### src/rtl/alu_pkg.sv
package alu_pkg;
   localparam int SEL_W = 4;

   typedef enum logic [0:0] {
      CARRY_RIPPLE    = 1'b0,
      CARRY_LOOKAHEAD = 1'b1
   } carry_style_e;
endpackage

### src/rtl/alu_bit_terms.sv
// Per-bit operand terms: x is the first addend bit (propagate), y the second (generate).
module alu_bit_terms
   import alu_pkg::*;
(
   input  logic             a_i,
   input  logic             b_i,
   input  logic [SEL_W-1:0] sel,
   output logic             x_o,
   output logic             y_o
);
   logic a_n, b_n, x_n, y_n;

   // Gate network works on complemented operands.
   always_comb begin
      a_n = ~a_i;
      b_n = ~b_i;
      x_n = a_n & ~(b_i & sel[0]) & ~(b_n & sel[1]);
      y_n = ~((~a_n & b_n & sel[2]) | (~a_n & ~b_n & sel[3]));
      x_o = ~x_n;
      y_o = ~y_n;
   end
endmodule

### src/rtl/alu_carry_net.sv
// Carry network: internal carries, group generate/propagate and carry out.
module alu_carry_net
   import alu_pkg::*;
#(
   parameter int           NBITS       = 4,
   parameter carry_style_e CARRY_STYLE = CARRY_LOOKAHEAD
) (
   input  logic [NBITS-1:0] x,
   input  logic [NBITS-1:0] y,
   input  logic             ci,
   output logic [NBITS-1:0] cvec,
   output logic             gen_o,
   output logic             prop_o,
   output logic             cout_o
);
   generate
      if (CARRY_STYLE == CARRY_LOOKAHEAD) begin : g_lookahead
         always_comb begin
            logic acc, run;
            for (int i = 0; i < NBITS; i++) begin
               acc = 1'b0;
               for (int j = 0; j < i; j++) begin
                  run = y[j];
                  for (int k = j + 1; k < i; k++) run = run & x[k];
                  acc = acc | run;
               end
               run = ci;
               for (int k = 0; k < i; k++) run = run & x[k];
               cvec[i] = acc | run;
            end
            acc = 1'b0;
            for (int j = 0; j < NBITS; j++) begin
               run = y[j];
               for (int k = j + 1; k < NBITS; k++) run = run & x[k];
               acc = acc | run;
            end
            gen_o  = acc;
            prop_o = &x;
            // carry-out product term shares the propagate AND
            cout_o = gen_o | (prop_o & ci);
         end
      end else begin : g_ripple
         logic [NBITS:0] chain, gchain;
         always_comb begin
            chain[0]  = ci;
            gchain[0] = 1'b0;
            for (int i = 0; i < NBITS; i++) begin
               chain[i+1]  = y[i] | (x[i] & chain[i]);
               gchain[i+1] = y[i] | (x[i] & gchain[i]);
            end
            cvec   = chain[NBITS-1:0];
            gen_o  = gchain[NBITS];
            prop_o = &x;
            cout_o = chain[NBITS];
         end
      end
   endgenerate
endmodule

### src/rtl/alu_result_stage.sv
// Result stage: half sums, mode gating, complemented result, all-ones flag.
module alu_result_stage #(
   parameter int NBITS = 4
) (
   input  logic [NBITS-1:0] x,
   input  logic [NBITS-1:0] y,
   input  logic [NBITS-1:0] cvec,
   input  logic             mode,
   output logic [NBITS-1:0] f_o,
   output logic             ones_o
);
   logic [NBITS-1:0] half, f_n;

   generate
      for (genvar i = 0; i < NBITS; i++) begin : g_bit
         always_comb begin
            half[i] = x[i] ^ y[i];
            // logic mode blocks the carry path; result formed inverted first
            f_n[i]  = mode ? half[i] : ~(half[i] ^ cvec[i]);
         end
      end
   endgenerate

   always_comb begin
      f_o    = ~f_n;
      ones_o = &f_o;
   end
endmodule

### src/rtl/alu4_core.sv
module alu4_core
   import alu_pkg::*;
#(
   parameter int           NBITS       = 4,
   parameter carry_style_e CARRY_STYLE = CARRY_LOOKAHEAD
) (
   input  logic [NBITS-1:0] opa,
   input  logic [NBITS-1:0] opb,
   input  logic [3:0]       fsel,
   input  logic             logic_mode,
   input  logic             carry_in,
   output logic [NBITS-1:0] result,
   output logic             carry_out,
   output logic             grp_prop,
   output logic             grp_gen,
   output logic             a_eq_b
);
   generate
      if (NBITS < 1 || NBITS > 32) begin : g_bad_width
         $error("alu4_core: NBITS must lie in 1..32");
      end
      if (SEL_W != 4) begin : g_bad_sel
         $error("alu4_core: select width must be 4");
      end
   endgenerate

   logic [NBITS-1:0] xt, yt, cv;

   generate
      for (genvar i = 0; i < NBITS; i++) begin : g_terms
         alu_bit_terms u_terms (
            .a_i (opa[i]),
            .b_i (opb[i]),
            .sel (fsel),
            .x_o (xt[i]),
            .y_o (yt[i])
         );
      end
   endgenerate

   alu_carry_net #(.NBITS(NBITS), .CARRY_STYLE(CARRY_STYLE)) u_carry (
      .x      (xt),
      .y      (yt),
      .ci     (carry_in),
      .cvec   (cv),
      .gen_o  (grp_gen),
      .prop_o (grp_prop),
      .cout_o (carry_out)
   );

   alu_result_stage #(.NBITS(NBITS)) u_result (
      .x      (xt),
      .y      (yt),
      .cvec   (cv),
      .mode   (logic_mode),
      .f_o    (result),
      .ones_o (a_eq_b)
   );
endmodule

### config.mk
export PLATFORM = sky130hd
export DESIGN_NAME = alu4_core
export DESIGN_NICKNAME = d
export VERILOG_FILES = /design/src/rtl/alu_pkg.sv /design/src/rtl/alu_bit_terms.sv /design/src/rtl/alu_carry_net.sv /design/src/rtl/alu_result_stage.sv /design/src/rtl/alu4_core.sv
export SDC_FILE = /design/constraint.sdc
export NUM_CORES = 1
export LEC_CHECK = 0
export BUFFER_PORTS_ARGS = -buffer_cell sky130_fd_sc_hd__buf_4
export CORE_AREA = 2 2 39 41
export DETAILED_ROUTE_END_ITERATION = 6
export DIE_AREA = 0 0 41 43
export PLACE_DENSITY = 0.64
export SLEW_MARGIN = 10
export SYNTH_ARGS = -nofsm -noshare
export SYNTH_HDL_FRONTEND = slang
export SYNTH_SLANG_ARGS = --single-unit
### constraint.sdc
create_clock -name vclk -period 1.7
set_input_delay 0.085 -clock vclk [all_inputs]
set_output_delay 0.085 -clock vclk [all_outputs]
set_load 0.02 [all_outputs]
==> flow_metrics.py <==
metrics = {
    "final_layout": {
        "regArea_um2": 0,
        "clockBufferCount": 0,
        "fin_util_pct": 43.04,
        "area_delta_synth_final_pct": 59.20,
        "layout-drive-gt1-share_pct": 41.33,
        "seq_cells": 0,
        "num_antenna_cells": 0,
        "fin_nets": 91,
    },
    "routing": {
        "vias": 458,
        "firstDrtPassIters": 2,
        "ant_nets": 0,
        "drt_iter0_drc": 3,
        "routed_wirelength_um": 998,
        "drc": 0,
        "wl_per_cell_um": 10.97,
        "vias_per_cell": 5.033,
    },
    "timing": {
        "setup_slack_ns": 0.09820,
        "slew_headroom_pct": 78.89,
        "setup-tns-final_ns": 0,
        "report.final.slew_viol_count": 0,
        "post-route-period-util_pct": 94.22,
        "worst_slew_pin_slew_ns": 0.3156,
        "fmax_ghz": 0.6243,
        "min_period_ns": 1.602,
        "setup_viol_count_final": 0,
        "hold_viol_final": 0,
        "rsz0062_at_grt": "yes",
    },
    "critical_path": {
        "critPathMaxFanout": 5,
        "cp-end-kind": "output pin",
        "required_ns": 1.62,
        "arrival_ns": 1.52,
        "worst-setup-path-type": "in2out",
        "worst_setup_path_start_kind": "primary input",
    },
    "synth": {
        "syn_inst": 52,
        "synth_top_cell_by_area": "mux2i_1",
        "synth-warning-count": 0,
        "synthTopCellsByArea": "mux2i_1 (11%), nand2_1 (9.0%), mux2_2 (9.0%), mux4_1 (7.0%), mux4_2 (6.0%)",
        "synth_top_area_share_pct": 10.70,
        "syn_area_um2": 374.1,
        "syn_nets": 66,
        "yosysSeqAreaShare_pct": 0,
        "syn_area_per_cell_um2": 7.194,
        "synth_cell_types": 25,
    },
    "pwr": {
        "p_total_uw": 221.2,
        "peakVddDrop_v": 0.0001020,
        "powerDensity_nw_per_um2": 371.3,
        "leakagePower_nw": 0.2928,
    },
    "floorplan": {
        "initial_core_util_pct": 27.03,
        "fp.dieH_um": 43,
        "die_area_um2": 1763,
        "core-area_um2": 1384,
        "io_pins": 22,
        "row_count": 14,
        "die_width_um": 41,
    },
    "job": {
        "maxCapViolations": 0,
    },
    "global_route": {
        "grt_antenna_before_repair": 0,
        "grt_usage_pct": 11.23,
        "overflow": 0,
        "grt_max_degree": 8,
        "grt_pass1_wl_mm": 1.462,
        "grt_pass1_vias": 351,
    },
    "placement": {
        "detailedPlacementHpwl_um": 862.5,
        "post-place-ws_ns": 0.1010,
        "port_buffers": 22,
        "routabilityCongestion": 0.8128,
    },
    "min_path": {
        "hold_path_class": "in2out",
    },
    "status": {
        "status": "finished clean",
    },
    "clocking": {
        "cts_hold_buf": 0,
    },
}
-- cell families after synthesis --
group,count (synthesis),synth area share (%)
AND/OR/NAND/NOR,22,27.76
buffers and inverters,6,6.020
AO/OA/AOI/OAI,12,24.75
multiplexers,10,36.79
XOR/XNOR,2,4.683
-- critical path: stages --
cell and delay, ns:
buf_4 0.13, mux2_4 0.31, o21ai_2 0.23, a311oi_1 0.14
or3_1 0.33, and2_1 0.16, buf_4 0.15
-- routing by layer --
layer	routed length, µm	up-vias	share of wire, %	global-route usage, %
li1	-	240	-	-
met1	458	203	46	15.71
met2	460	15	46	19.38
met3	79	0	7.9	0.5236
met4	0	0	0	0
met5	0	-	0	0
-- per-stage QoR --
step                hold WS, ns  instances  cell area (µm²)
finish                   0.5610         91            595.6
floorplan                0.3519         52            374.1
detailed placement       0.5480         90            559.3
global route             0.5806         91            595.6
global placement         0.5423         90            559.3
CTS                      0.5480         90            559.3
-- final cells by class --
type / count / area (µm²)
Tap cell: 16 / 20.02
Inverter: 6 / 22.52
Timing Repair Buffer: 23 / 191.4
Fill cell: 159 / 788.3
Multi-Input combinational cell: 46 / 361.6
-- cells in the mapped netlist --
cell	count
nand2_1	9
nor2_1	6
inv_1	5
mux2i_1	4
mux2_2	3
o211ai_1	3
a311oi_1	2
nor2b_1	2
o21ai_0	2
a21oi_1	1
and2_1	1
and4_1	1
inv_2	1
mux2_4	1
mux4_1	1
mux4_2	1
nand2b_1	1
nor3b_1	1
o2111a_1	1
o2111ai_1	1
o21ai_2	1
o221ai_1	1
or3_1	1
xnor2_1	1
xor2_1	1
-- where the power goes --
| group | switching [mW] | internal (mW) |
|---|---|---|
| logic | 0.111 | 0.110 |
| clock network | 0 | 0 |
| registers | 0 | 0 |
-- cells in the final DEF, fill, tap and decap left out --
master	instances
o21ai_2	1
buf_6	3
nor2_1	6
o221ai_1	1
or3_1	1
nor3b_1	1
mux2_2	2
xor2_1	1
a21oi_1	1
buf_8	1
nor2b_1	2
nand2b_1	1
and4_1	1
mux4_2	1
nand2_1	9
and2_1	1
inv_2	1
xnor2_1	1
buf_4	19
o2111ai_2	1
o21ai_0	2
mux4_1	1
a311oi_1	2
o211ai_1	3
inv_1	5
mux2_4	2
o2111a_1	1
mux2i_1	4
-- repair_timing --
| item | 4_1_cts | 5_1_grt |
|---|---|---|
| endpoints found under the setup margin | 0 | 1 |
| setup buffers | 0 | 1 |
| resized for setup | 0 | 7 |
-- path summary, 6_finish.rpt --
| kind | depth (start not counted) | from | end |
|---|---|---|---|
| min | 4 | opa[0] | grp_prop |
| max | 7 | opb[0] | result[3] |
Note: power is estimated with default switching activity, not from simulation.
